<file path="config.mk">
export PLATFORM = sky130hd
export DESIGN_NAME = asram_ctrl
export DESIGN_NICKNAME = d
export VERILOG_FILES = /design/src/rtl/asram_pkg.sv /design/src/rtl/asram_wait_sync.sv /design/src/rtl/asram_cfg_bank.sv /design/src/rtl/asram_seq.sv /design/src/rtl/asram_ctrl.sv
export SDC_FILE = /design/constraint.sdc
export NUM_CORES = 1
export LEC_CHECK = 0
export BUFFER_PORTS_ARGS = -buffer_cell sky130_fd_sc_hd__clkbuf_2
export CORE_MARGIN = 3
export CORE_UTILIZATION = 50
export CTS_CLUSTER_SIZE = 8
export DETAILED_ROUTE_END_ITERATION = 16
export PLACE_DENSITY = 0.76
export SKIP_CTS_REPAIR_TIMING = 1
export SLEW_MARGIN = 20
export SYNTH_ARGS = -nofsm -noshare
export SYNTH_HDL_FRONTEND = slang
export SYNTH_SLANG_ARGS = --single-unit
</file>
<file path="constraint.sdc">
create_clock -name clk -period 2.3 [get_ports clk]
set_clock_uncertainty 0.2 [all_clocks]
set_input_delay 0.46 -clock clk [delete_from_list [all_inputs] [get_ports clk]]
set_output_delay 0.46 -clock clk [all_outputs]
set_load 0.03 [all_outputs]
</file>
<file path="src/rtl/asram_pkg.sv">
package asram_pkg;

    localparam int CNT_W = 4;

    typedef enum logic [1:0] {
        PH_IDLE   = 2'd0,
        PH_SETUP  = 2'd1,
        PH_STROBE = 2'd2,
        PH_HOLD   = 2'd3
    } phase_e;

    // Packed from the top bit down: bit 0 is wr_setup[0]
    typedef struct packed {
        logic             wait_en;
        logic             strobe_sel;
        logic [CNT_W-1:0] rd_hold;
        logic [CNT_W-1:0] rd_strobe;
        logic [CNT_W-1:0] rd_setup;
        logic [CNT_W-1:0] wr_hold;
        logic [CNT_W-1:0] wr_strobe;
        logic [CNT_W-1:0] wr_setup;
    } region_cfg_t;

    localparam int CFG_W = $bits(region_cfg_t);

endpackage

</file>
<file path="src/rtl/asram_wait_sync.sv">
module asram_wait_sync (
    input  logic clk,
    input  logic rst_n,
    input  logic async_i,
    output logic sync_o
);
    logic [1:0] stage_d, stage_q;

    always_comb begin
        stage_d = {stage_q[0], async_i};
    end

    always_ff @(posedge clk) begin
        if (!rst_n) stage_q <= '0;
        else        stage_q <= stage_d;
    end

    assign sync_o = stage_q[1];
endmodule

</file>
<file path="src/rtl/asram_cfg_bank.sv">
module asram_cfg_bank
    import asram_pkg::*;
#(
    parameter int NUM_CS = 3,
    localparam int IDX_W = (NUM_CS > 1) ? $clog2(NUM_CS) : 1
) (
    input  logic              clk,
    input  logic              rst_n,
    input  logic              cfg_we,
    input  logic [IDX_W-1:0]  cfg_idx,
    input  logic [CFG_W-1:0]  cfg_wdata,
    output region_cfg_t       cfg_o [NUM_CS]
);
    region_cfg_t cfg_d [NUM_CS];
    region_cfg_t cfg_q [NUM_CS];

    for (genvar g = 0; g < NUM_CS; g++) begin : g_region
        always_comb begin
            cfg_d[g] = cfg_q[g];
            if (cfg_we && (cfg_idx == IDX_W'(g))) cfg_d[g] = region_cfg_t'(cfg_wdata);
        end

        always_ff @(posedge clk) begin
            if (!rst_n) cfg_q[g] <= '0;
            else        cfg_q[g] <= cfg_d[g];
        end

        assign cfg_o[g] = cfg_q[g];
    end
endmodule

</file>
<file path="src/rtl/asram_seq.sv">
module asram_seq
    import asram_pkg::*;
#(
    parameter int REQ_AW   = 24,
    parameter int DATA_W   = 32,
    parameter int NUM_CS   = 3,
    parameter int MAX_WAIT = 64,
    localparam int BE_W    = DATA_W / 8,
    localparam int IDX_W   = (NUM_CS > 1) ? $clog2(NUM_CS) : 1,
    localparam int WCNT_W  = (MAX_WAIT > 2) ? $clog2(MAX_WAIT) : 1
) (
    input  logic              clk,
    input  logic              rst_n,
    input  logic              req_valid,
    input  logic              req_write,
    input  logic [IDX_W-1:0]  req_region,
    input  logic [REQ_AW-1:0] req_addr,
    input  logic [DATA_W-1:0] req_wdata,
    input  logic [BE_W-1:0]   req_be,
    input  region_cfg_t       sel_cfg,
    input  logic              wait_s,
    input  logic [DATA_W-1:0] dq_in,
    output phase_e            phase_o,
    output logic              write_o,
    output logic [IDX_W-1:0]  region_o,
    output logic              strobe_sel_o,
    output logic [REQ_AW-1:0] addr_o,
    output logic [DATA_W-1:0] wdata_o,
    output logic [BE_W-1:0]   be_o,
    output logic [DATA_W-1:0] rdata_o,
    output logic              done_o,
    output logic              tmo_o
);
    typedef struct packed {
        phase_e            phase;
        logic [CNT_W-1:0]  cnt;
        logic [WCNT_W-1:0] wcnt;
        logic              write;
        logic [IDX_W-1:0]  region;
        region_cfg_t       cfg;
        logic [REQ_AW-1:0] addr;
        logic [DATA_W-1:0] wdata;
        logic [BE_W-1:0]   be;
        logic [DATA_W-1:0] rdata;
        logic              done;
        logic              tmo;
    } seq_t;

    seq_t s_d, s_q;

    logic [CNT_W-1:0] strobe_cnt, hold_cnt;

    always_comb begin
        strobe_cnt = s_q.write ? s_q.cfg.wr_strobe : s_q.cfg.rd_strobe;
        hold_cnt   = s_q.write ? s_q.cfg.wr_hold   : s_q.cfg.rd_hold;
    end

    always_comb begin
        s_d      = s_q;
        s_d.done = 1'b0;
        unique case (s_q.phase)
            PH_IDLE: begin
                if (req_valid) begin
                    s_d.phase  = PH_SETUP;
                    s_d.write  = req_write;
                    s_d.region = req_region;
                    s_d.cfg    = sel_cfg;
                    s_d.addr   = req_addr;
                    s_d.wdata  = req_wdata;
                    s_d.be     = req_be;
                    s_d.tmo    = 1'b0;
                    s_d.wcnt   = '0;
                    s_d.cnt    = req_write ? sel_cfg.wr_setup : sel_cfg.rd_setup;
                end
            end
            PH_SETUP: begin
                if (s_q.cnt == '0) begin
                    s_d.phase = PH_STROBE;
                    s_d.cnt   = strobe_cnt;
                end else begin
                    s_d.cnt = s_q.cnt - 1'b1;
                end
            end
            PH_STROBE: begin
                if (s_q.cfg.wait_en && wait_s) begin
                    if (s_q.wcnt == WCNT_W'(MAX_WAIT - 1)) begin
                        s_d.tmo   = 1'b1;
                        s_d.phase = PH_HOLD;
                        s_d.cnt   = hold_cnt;
                        if (!s_q.write) s_d.rdata = dq_in;
                    end else begin
                        s_d.wcnt = s_q.wcnt + 1'b1;
                    end
                end else if (s_q.cnt == '0) begin
                    s_d.phase = PH_HOLD;
                    s_d.cnt   = hold_cnt;
                    if (!s_q.write) s_d.rdata = dq_in;
                end else begin
                    s_d.cnt = s_q.cnt - 1'b1;
                end
            end
            PH_HOLD: begin
                if (s_q.cnt == '0) begin
                    s_d.phase = PH_IDLE;
                    s_d.done  = 1'b1;
                end else begin
                    s_d.cnt = s_q.cnt - 1'b1;
                end
            end
            default: s_d.phase = PH_IDLE;
        endcase
    end

    always_ff @(posedge clk) begin
        if (!rst_n) begin
            s_q       <= '0;
            s_q.phase <= PH_IDLE;
        end else begin
            s_q <= s_d;
        end
    end

    assign phase_o      = s_q.phase;
    assign write_o      = s_q.write;
    assign region_o     = s_q.region;
    assign strobe_sel_o = s_q.cfg.strobe_sel;
    assign addr_o       = s_q.addr;
    assign wdata_o      = s_q.wdata;
    assign be_o         = s_q.be;
    assign rdata_o      = s_q.rdata;
    assign done_o       = s_q.done;
    assign tmo_o        = s_q.tmo;
endmodule

</file>
<file path="src/rtl/asram_ctrl.sv">
module asram_ctrl
    import asram_pkg::*;
#(
    parameter int ADDR_W   = 22,
    parameter int DATA_W   = 32,
    parameter int NUM_CS   = 3,
    parameter int MAX_WAIT = 64,
    localparam int REQ_AW  = ADDR_W + 2,
    localparam int BE_W    = DATA_W / 8,
    localparam int IDX_W   = (NUM_CS > 1) ? $clog2(NUM_CS) : 1
) (
    input  logic              clk,
    input  logic              rst_n,
    input  logic              cfg_we,
    input  logic [IDX_W-1:0]  cfg_idx,
    input  logic [CFG_W-1:0]  cfg_wdata,
    input  logic              req_valid,
    output logic              req_ready,
    input  logic              req_write,
    input  logic [IDX_W-1:0]  req_region,
    input  logic [REQ_AW-1:0] req_addr,
    input  logic [DATA_W-1:0] req_wdata,
    input  logic [BE_W-1:0]   req_be,
    output logic              rsp_done,
    output logic [DATA_W-1:0] rsp_rdata,
    output logic              rsp_timeout,
    output logic [NUM_CS-1:0] mem_cs_n,
    output logic              mem_we_n,
    output logic              mem_oe_n,
    output logic [BE_W-1:0]   mem_dqm_n,
    output logic [1:0]        mem_ba,
    output logic [ADDR_W-1:0] mem_a,
    output logic [DATA_W-1:0] mem_dq_o,
    output logic              mem_dq_oe,
    input  logic [DATA_W-1:0] mem_dq_i,
    input  logic              mem_wait
);
    region_cfg_t       cfg_all [NUM_CS];
    region_cfg_t       sel_cfg;
    logic              wait_s;
    phase_e            phase;
    logic              acc_write, acc_strobe_sel, acc_done, acc_tmo;
    logic [IDX_W-1:0]  acc_region;
    logic [REQ_AW-1:0] acc_addr;
    logic [DATA_W-1:0] acc_wdata;
    logic [BE_W-1:0]   acc_be;
    logic              busy, in_strobe;

    asram_cfg_bank #(.NUM_CS(NUM_CS)) u_cfg (
        .clk       (clk),
        .rst_n     (rst_n),
        .cfg_we    (cfg_we),
        .cfg_idx   (cfg_idx),
        .cfg_wdata (cfg_wdata),
        .cfg_o     (cfg_all)
    );

    asram_wait_sync u_wsync (
        .clk     (clk),
        .rst_n   (rst_n),
        .async_i (mem_wait),
        .sync_o  (wait_s)
    );

    always_comb begin
        sel_cfg = '0;
        for (int i = 0; i < NUM_CS; i++) begin
            if (req_region == IDX_W'(i)) sel_cfg = cfg_all[i];
        end
    end

    asram_seq #(
        .REQ_AW   (REQ_AW),
        .DATA_W   (DATA_W),
        .NUM_CS   (NUM_CS),
        .MAX_WAIT (MAX_WAIT)
    ) u_seq (
        .clk          (clk),
        .rst_n        (rst_n),
        .req_valid    (req_valid),
        .req_write    (req_write),
        .req_region   (req_region),
        .req_addr     (req_addr),
        .req_wdata    (req_wdata),
        .req_be       (req_be),
        .sel_cfg      (sel_cfg),
        .wait_s       (wait_s),
        .dq_in        (mem_dq_i),
        .phase_o      (phase),
        .write_o      (acc_write),
        .region_o     (acc_region),
        .strobe_sel_o (acc_strobe_sel),
        .addr_o       (acc_addr),
        .wdata_o      (acc_wdata),
        .be_o         (acc_be),
        .rdata_o      (rsp_rdata),
        .done_o       (acc_done),
        .tmo_o        (acc_tmo)
    );

    assign busy      = (phase != PH_IDLE);
    assign in_strobe = (phase == PH_STROBE);

    for (genvar g = 0; g < NUM_CS; g++) begin : g_cs
        assign mem_cs_n[g] = !(busy && (acc_region == IDX_W'(g)) &&
                               (!acc_strobe_sel || in_strobe));
    end

    assign req_ready   = !busy;
    assign rsp_done    = acc_done;
    assign rsp_timeout = acc_done && acc_tmo;
    assign mem_we_n    = !(in_strobe && acc_write);
    assign mem_oe_n    = !(in_strobe && !acc_write);
    assign mem_dqm_n   = busy ? ~acc_be : '1;
    assign mem_dq_oe   = busy && acc_write;
    assign mem_dq_o    = acc_wdata;
    assign mem_ba      = acc_addr[1:0];
    assign mem_a       = acc_addr[REQ_AW-1:2];
endmodule

</file>
# [Yosys cells after proc, flatten, opt, wreduce, memory -nomap -nowiden]
# Memory sizes are Yosys's and may differ from the RTL's.
# Cells that the tools add are included.
[classes] n_addsub=2 reduce_logical=38 n_bitwise=4 muxes=37 n_eq_ne=20
[ops] cell="26-bit two-way mux" count=9
[ops] cell="32-bit two-way mux" count=4
[ops] cell="101-bit two-way mux" count=1
[ops] cell="4-bit two-way mux" count=7
[ops] cell="6-bit two-way mux" count=4
[ops] cell="6-bit one-hot mux with 4 select lines" count=1
[ops] cell="1-bit logical AND" count=14
[ops] cell="6-bit one-hot mux with 2 select lines" count=1
[ops] cell="2-bit equality test (second input constant)" count=5
[ops] cell="2-bit by 1-bit equality test with 1-bit output (second input constant)" count=4
[ops] cell="1-bit logical NOT" count=8
[ops] cell="2-bit logical NOT" count=4
[ops] cell="2-bit by 1-bit != test with 1-bit output (second input constant)" count=4
[ops] cell="2-bit != test (second input constant)" count=4
[ops] cell="4-bit AND reduction" count=2
[ops] cell="6-bit by 1-bit adder with 6-bit output (second input constant)" count=1
[ops] cell="6-bit equality test (second input constant)" count=1
[ops] cell="1-bit two-way mux" count=6
[ops] cell="2-bit two-way mux" count=3
[ops] cell="3-bit AND reduction" count=2
[ops] cell="2-bit nonzero test" count=3
[ops] cell="5-bit AND reduction" count=1
[ops] cell="4-bit logical NOT" count=1
[ops] cell="4-bit inverter" count=1
[ops] cell="7 further kinds" count=10
[totals] mem_bits_rw=78 n_memories=1 in_bits=128 reg_bits=137 word_cells=122 output_inout_bits=101
[mem_list] name="u_cfg.cfg_q" depth=3 width=26 read_ports=3 rd_ports_with_merged_regs=0 wr=3 line_no="asram_cfg_bank.sv:15" rtl="region_cfg_t cfg_q [NUM_CS];"

# [Logic depth before layout (Yosys ltp)]
# Gate-level depths: netlist of the first run.
[depth] depth_word=7 depth_mapped=10 depth_no_buf=7

# [Cells and area by module]
# A second synthesis of the first run with hierarchy kept.
[hier_totals] hier_cells=1083 area_unflattened_um2=9537.9
[by_module_without_submodules] module="asram_seq" cells_each=718 instances=1 area_each_um2=5933.2 seq_area_each_um2=2542.4
[by_module_without_submodules] module="asram_cfg_bank" cells_each=284 instances=1 area_each_um2=2899.0 seq_area_each_um2=1561.5
[by_module_without_submodules] module="asram_ctrl" cells_each=77 instances=1 area_each_um2=653.1 seq_area_each_um2=0.0
[by_module_without_submodules] module="asram_wait_sync" cells_each=4 instances=1 area_each_um2=52.6 seq_area_each_um2=40.0

# [Worst setup path after synthesis of the first run]
# No wires, ideal clock.
[synth_timing] kind="reg-to-output" startpoint="register, netlist name u_seq.phase_o[0]" endpoint="output mem_dq_oe" arrival_ps=1581 t_required_ps=1640 path_buffers=2 path_slack_ps=59 path_stages_with_launch=6 cell_sequence="dfxtp_1 > inv_1 > ha_1 > clkbuf_1 > clkbuf_1 > nor2b_1"
[synth_between] elab_chain_len=2
[synth_rtl] element="2-bit nonzero test" line_no="asram_ctrl.sv:101" rtl="assign busy = (phase != PH_IDLE);"
[synth_rtl] element="1-bit logical AND" line_no="asram_ctrl.sv:115" rtl="assign mem_dq_oe = busy && acc_write;"
[synth_rtl] element="end, declared" line_no="asram_ctrl.sv:34" rtl="output logic mem_dq_oe,"
# No other way between the ends.

# [Final worst setup path of the first run]
[layout_timing] startpoint="register, netlist name u_seq.phase_o[1]" endpoint="output mem_dq_oe"
[layout_between] elab_chain_len=2
[layout_rtl] element="2-bit nonzero test" line_no="asram_ctrl.sv:101"
[layout_rtl] element="1-bit logical AND" line_no="asram_ctrl.sv:115"
# No other way between the ends.

==> reports/results.tsv, run 1 <==
stage	metric	value	unit
sta	setup_slack	-0.04055	ns
clock_network	path_clk_slew	0.05	ns
setup_path	critPathRequiredTime	1.64	ns
floorplan	initial_core_util	51.46	%
yosys	avgSynthCellArea	8.298	sq um
grt	grt_max_degree	53	
sta	tightest_slew	0.6461	ns
clock_network	cts_made_buffers	29	
grt	grt_pass1_wl	36580	microns
yosys	ys_seq_area_share	46.24	%
sta	fmax	0.4273	GHz
final_layout	nets	1406	
min_path	whs_path_depth	3	
floorplan	die_area	19570	sq um
min_path	hp-class	in -> reg	
sta	fin_tns_setup	-0.08695	ns
final_layout	regArea	4151	sq um
drt	drt_first_pass_iters	5	
yosys	syn_inst	1080	
yosys	yosys_most_used_dff	dfxtp_1	
setup_path	r2r_cells	8	
yosys	synth_edf_count	0	
floorplan	core	17420	sq um
drt	vias_per_cell	5.290	
sta	final_max_slew_viol_count	0	
min_path	min_to	u_seq.addr_o[17]$_SDFFE_PN0P_	
sta	relSlewSlack	56.92	%
clock_network	clockBufferDepth	3	
placed_design	hpwl	15100	microns
drt	num_vias	7909	
setup_path	arrival	1.68	ns
yosys	netlist_area	8962	sq um
clock_network	cts_num_sinks	207	
power_and_ir_drop	power.leakage	4.872	nW
yosys	ys_types	51	
yosys	syn_nets	1215	
status	status	finished, violations left	
floorplan	fp-row-count	48	
setup_path	reg2reg_slack	0.15	ns
placed_design	dp_slack	0.1018	ns
floorplan	die_w	139.9	microns
power_and_ir_drop	p_per_area	1046	nW/um^2
clock_network	cts_root_buf	clkbuf_16	
drt	drt_wl_total	24060	microns
sta	setup_viol	4	
final_layout	drive_gt1_share	26.69	%
final_layout	area_growth	24.68	%
final_layout	multi_input_area	3829	sq um
sta	fin_crit_sh	101.8	%
yosys	synth_area_leader_cell	dfxtp_1	
yosys	async_reset_ff_share	0	%
setup_path	path_max_fanout	9	
clock_network	h-tree-depth	1	
yosys	synth_warnings	0	
power_and_ir_drop	total_power	11.68	mW
setup_path	critical_path_class	reg -> out	
drt	drc	0	
final_layout	n_fill_cell	1472	
status	violations	hold timing, setup timing	
grt	antenna_found_initial	0	
floorplan	die_y	139.9	microns
placed_design	portBuffers	228	
final_layout	antennaDiodeCount	0	
grt	grt_overflow_total	0	
floorplan	io_pins	229	
grt	grt_usage	21.98	%
grt	grt_pass1_vias	7399	
sta	final-hold-violation-count	29	
sta	min_period	2.341	ns
yosys	ys_ff_latch	207	
drt	wire_per_inst	16.10	microns
yosys	synthTopCellsByArea	dfxtp_1 46%, nand2_1 12%, a21oi_1 8.3%	
setup_path	regToRegStartpoint	u_seq.s_q[129]$_SDFFE_PN0P_	
drt	drtAntennaViolNets	0	
setup_path	startpoint_type	flop	
placed_design	gp_congestion	0.8464	
drt	first_iter_violations	426	
sta	whs	-0.03124	ns
min_path	hold_start	req_addr[17]	
yosys	yosys.area.top_type_share	46.24	%
power_and_ir_drop	ir_worst_vdd	679.2	uV
flow_run	max_cap_viol_count	0	
clock_network	insertion_delay	0.51	ns
final_layout	final_util	64.16	%
clock_network	cts_tree	built	
setup_path	r2r-end	u_seq.s_q[129]$_SDFFE_PN0P_	
sta	rsz0062_at_grt	yes	
setup_path	crit_path_end_kind	output pin	
synth_stat cells, drive strengths merged, types with 2 or more instances:
library cell,instances
inv,9
nor4b,2
and3,2
nor3b,2
nor2b,3
nand2,295
nor3,19
ha,7
buf,106
nor2,63
nand2b,9
a221oi,20
o211ai,4
clkbuf,57
a221o,2
a211oi,7
nand3,7
o21bai,3
or3b,2
dfxtp,207
a21oi,149
and2,4
nand3b,2
mux2i,41
mux2,27
o21ai,9
xnor2,4
a31oi,6
a22oi,2
worst max-delay path, stage by stage, from the launching register on:
cell and delay, ns:
dfxtp_4 0.38, inv_2 0.06, ha_4 0.18, buf_6 0.14, nor2b_1 0.16, clkbuf_2 0.25
through the flow:
step / area, sq um / instances
5_1_grt: 11170 / 1495
3_3_place_gp: 9691 / 1398
4_1_cts: 10420 / 1428
2_1_floorplan: 8962 / 1080
3_5_place_dp: 9691 / 1398
6_report: 11170 / 1495
worst max path at each step:
stage,startpoint,end,cells past startpoint
after global routing,u_seq.phase_o[0]$_SDFFE_PN0P_,mem_cs_n[0],7
after detailed placement,u_seq.s_q[129]$_SDFFE_PN0P_,u_seq.s_q[129]$_SDFFE_PN0P_,8
after CTS,u_seq.phase_o[0]$_SDFFE_PN0P_,mem_cs_n[0],7
after floorplan,u_seq.phase_o[0]$_SDFFE_PN0P_,mem_dq_oe,5
final,u_seq.phase_o[1]$_SDFFE_PN0P_,mem_dq_oe,5
after global placement,u_seq.s_q[129]$_SDFFE_PN0P_,u_seq.s_q[129]$_SDFFE_PN0P_,8
flip-flops by register name, summed over array words and instances, names as in the netlist:
signal and cells:
u_cfg.cfg_q 78, u_seq.rdata_o 32, u_seq.wdata_o 32, u_seq.s_q 27, u_seq.addr_o 24, u_seq.be_o 4
u_seq.phase_o 2, u_seq.region_o 2, u_wsync.stage_q 2, u_seq.done_o 1, u_seq.strobe_sel_o 1, u_seq.tmo_o 1
u_seq.write_o 1
logic make-up after synthesis:
family / Yosys count / synth area share, %
XOR/XNOR: 4 / 0.3909
adder cells (fa/ha/maj): 7 / 0.9772
AND/OR/NAND/NOR: 414 / 18.83
AO/OA/AOI/OAI: 208 / 13.82
flip-flops: 207 / 46.24
multiplexers: 68 / 7.971
buffers and inverters: 172 / 11.77
power by group:
group / switching (mW) / total, mW / internal [mW] / leakage, nW
registers: 0.296 / 4.36 / 4.07 / 1.69
clock network: 1.39 / 3.58 / 2.19 / 0.359
logic: 2.32 / 3.74 / 1.42 / 2.82
routing by layer:
metal | vias to the layer above | track usage [%] | routed length [microns]
met5 | - | 0 | 0
met4 | 0 | 6.272 | 646
met3 | 56 | 3.471 | 1391
met2 | 266 | 37.98 | 11950
met1 | 3715 | 28.51 | 10070
li1 | 3872 | - | -
cell usage in the layout (no fill, tap or decap), types with 3 or more instances in the layout:
cell / Yosys / layout
nor2_1: 63 / 63
a221oi_1: 20 / 20
dlygate4sd3_1: 0 / 63
a21oi_1: 148 / 147
mux2_2: 27 / 27
dfxtp_1: 207 / 205
mux2i_1: 41 / 41
clkbuf_16: 0 / 29
nand3_1: 7 / 7
buf_12: 3 / 8
xnor2_1: 4 / 4
inv_1: 8 / 5
nor3_1: 19 / 19
buf_4: 88 / 24
and2_1: 4 / 3
clkbuf_2: 0 / 221
ha_1: 7 / 5
nand2_1: 295 / 294
buf_6: 2 / 4
o21ai_0: 7 / 7
o211ai_1: 4 / 4
a211oi_1: 5 / 5
a31oi_1: 6 / 6
nand2b_1: 9 / 8
final cells by class:
class	count	area share (%)
repair buffers	323	19.15
flip-flops and latches	207	37.15
clock buffers	30	6.528
inverters	9	0.3919
well taps	225	2.519
multi-input cells	701	34.26
Power figures use the tool's default switching activity.
==> inputs of run 2 (changes only) <==
- SKIP_CTS_REPAIR_TIMING: 1 -> not set
==> run 2 against run 1 <==
Net effect:
- the flow finishes with violations (setup timing)
- critical path depth grew 2
- count of clock-buffer cells in the layout is the same
- largest power group unchanged
- register-to-register slack worse by 0.02 ns
- cell count is 2.9% higher
- global-route usage increased by 2.9 points
- worst hold slack gained 0.046 ns
- clock power is essentially flat
- first-iteration DRC count is 23% higher
- die area stayed put
- wire length is 4.4% higher
- total power is 1.0% higher
==> reports/results.tsv, run 2 (synthesis results as in run 1) <==
stage	metric	value	unit
status	status	finished, violations left	
status	violations	setup timing	
placed_design	place_area	9691	sq um
power_and_ir_drop	ir_worst_vdd	686.9	uV
setup_path	arrival	1.69	ns
floorplan	core	17420	sq um
final_layout	antennaDiodeCount	0	
setup_path	r2r_cells	8	
sta	setup_viol	4	
setup_path	critPathRequiredTime	1.64	ns
sta	fin_crit_sh	102.1	%
clock_network	cts_tree	built	
sta	min_period	2.349	ns
drt	first_iter_violations	524	
final_layout	finalInstanceArea	11620	sq um
clock_network	cts_num_sinks	207	
drt	drc	0	
grt	grt_overflow_total	0	
sta	tightest_slew	0.6525	ns
sta	final_max_slew_viol_count	0	
power_and_ir_drop	power.leakage	5.052	nW
grt	grt_pass1_wl	41140	microns
final_layout	layout_commonest_cell	nand2_1	
min_path	hold_start	cfg_wdata[19]	
drt	drt_wl_total	25120	microns
setup_path	path_max_fanout	3	
clock_network	insertion_delay	0.51	ns
final_layout	top_register	u_cfg.cfg_q	
power_and_ir_drop	p_per_area	1016	nW/um^2
power_and_ir_drop	total_power	11.81	mW
floorplan	io_pins	229	
floorplan	die_y	139.9	microns
clock_network	clockBufferDepth	3	
flow_run	max_cap_viol_count	0	
final_layout	largest_reg_flops	78	
sta	rsz0062_at_grt	yes	
placed_design	gp_congestion	0.8464	
setup_path	critical_path_class	reg -> out	
drt	vias_per_cell	5.311	
clock_network	cts_made_buffers	29	
clock_network	cts_root_buf	clkbuf_16	
setup_path	r2r-end	u_seq.rdata_o[3]$_SDFFE_PN0P_	
final_layout	regArea	4151	sq um
clock_network	h-tree-depth	1	
floorplan	die_area	19570	sq um
final_layout	mostFrequentLayoutCells	293 x nand2_1, 219 x clkbuf_2, 205 x dfxtp_1	
sta	final-hold-violation-count	0	
min_path	hp-class	in -> reg	
setup_path	startpoint	u_seq.phase_o[0]$_SDFFE_PN0P_	
setup_path	regToRegStartpoint	u_seq.s_q[130]$_SDFFE_PN0P_	
placed_design	portBuffers	228	
drt	drtAntennaViolNets	0	
final_layout	nets	1449	
grt	grt_pass1_vias	8347	
drt	wire_per_inst	16.33	microns
floorplan	fp-row-count	48	
drt	num_vias	8169	
grt	antenna_found_initial	0	
floorplan	initial_core_util	51.46	%
final_layout	n_fill_cell	1397	
clock_network	path_clk_slew	0.05	ns
grt	grt_usage	24.86	%
final_layout	drive_gt1_share	25.97	%
sta	fmax	0.4258	GHz
sta	setup_slack	-0.04856	ns
final_layout	area_growth	29.62	%
sta	relSlewSlack	56.50	%
placed_design	hpwl	15100	microns
min_path	min_to	u_cfg.cfg_q[2][19]$_SDFFE_PN0P_	
min_path	whs_path_depth	3	
setup_path	crit_path_end_kind	output pin	
floorplan	die_w	139.9	microns
final_layout	multi_input_area	3831	sq um
drt	drt_first_pass_iters	8	
setup_path	reg2reg_slack	0.13	ns
setup_path	startpoint_type	flop	
grt	grt_max_degree	53	
run 2: what timing repair did:
item / CTS / global route
setup endpoints to repair: 10 / 15
setup buffers: 3 / 2
resized for setup: 22 / 17
hold endpoints to repair: 125 / 0
pin swaps: 2 / 0
hold buffers: 105 / 0
run 2: cell type report:
cell class | instances | area share (%)
Sequential cell | 207 | 35.74
Multi-Input combinational cell | 701 | 32.98
Timing Repair Buffer | 366 | 22.21
Clock buffer | 30 | 6.279
Tap cell | 225 | 2.423
Inverter | 9 | 0.3770
run 2: stage by stage:
| stage | std cells | TNS, ns | util [%] | worst slack [ns] | hold slack, ns |
|---|---|---|---|---|---|
| floorplan | 1080 | 0 | - | 0.05890 | 0.2119 |
| global placement | 1398 | 0 | 55.64 | 0.1842 | 0.2178 |
| detailed placement | 1398 | 0 | 55.64 | 0.1018 | 0.2181 |
| CTS | 1536 | -0.08321 | 66.41 | -0.05177 | 0.0002116 |
| global route | 1538 | -0.3279 | 66.70 | -0.1079 | 0.006556 |
| finish | 1538 | -0.1009 | 66.70 | -0.04856 | 0.01470 |
run 2: critical path, cell delays in order (launching register included):
cell and delay, ns:
dfxtp_4 0.35, inv_4 0.08, ha_4 0.16, inv_4 0.04, a21oi_4 0.12, nor2b_4 0.20, nand2_2 0.08, buf_8 0.14
run 2: layer usage:
metal | track usage [%] | up-vias | routed length (microns)
met2 | 43.53 | 315 | 12370
met4 | 9.791 | 0 | 1000
met5 | 0 | - | 0
li1 | - | 3967 | -
met3 | 4.055 | 92 | 1510
met1 | 30.52 | 3795 | 10240
run 2: power breakdown:
part           total (mW)  switching, mW  leakage (nW)  internal (mW)
Combinational        3.87           2.37          3.00           1.50
Clock                3.57           1.39         0.359           2.19
Sequential           4.36          0.295          1.69           4.07
run 2: how the worst max path moves through the flow:
stage	slack [ns]	to	cells past startpoint
finish	-0.05	mem_cs_n[2]	7
CTS	-0.05	mem_cs_n[0]	7
detailed placement	0.10	u_seq.s_q[129]$_SDFFE_PN0P_	8
floorplan	0.06	mem_dq_oe	5
global route	-0.11	mem_cs_n[2]	7
global placement	0.18	u_seq.s_q[129]$_SDFFE_PN0P_	8
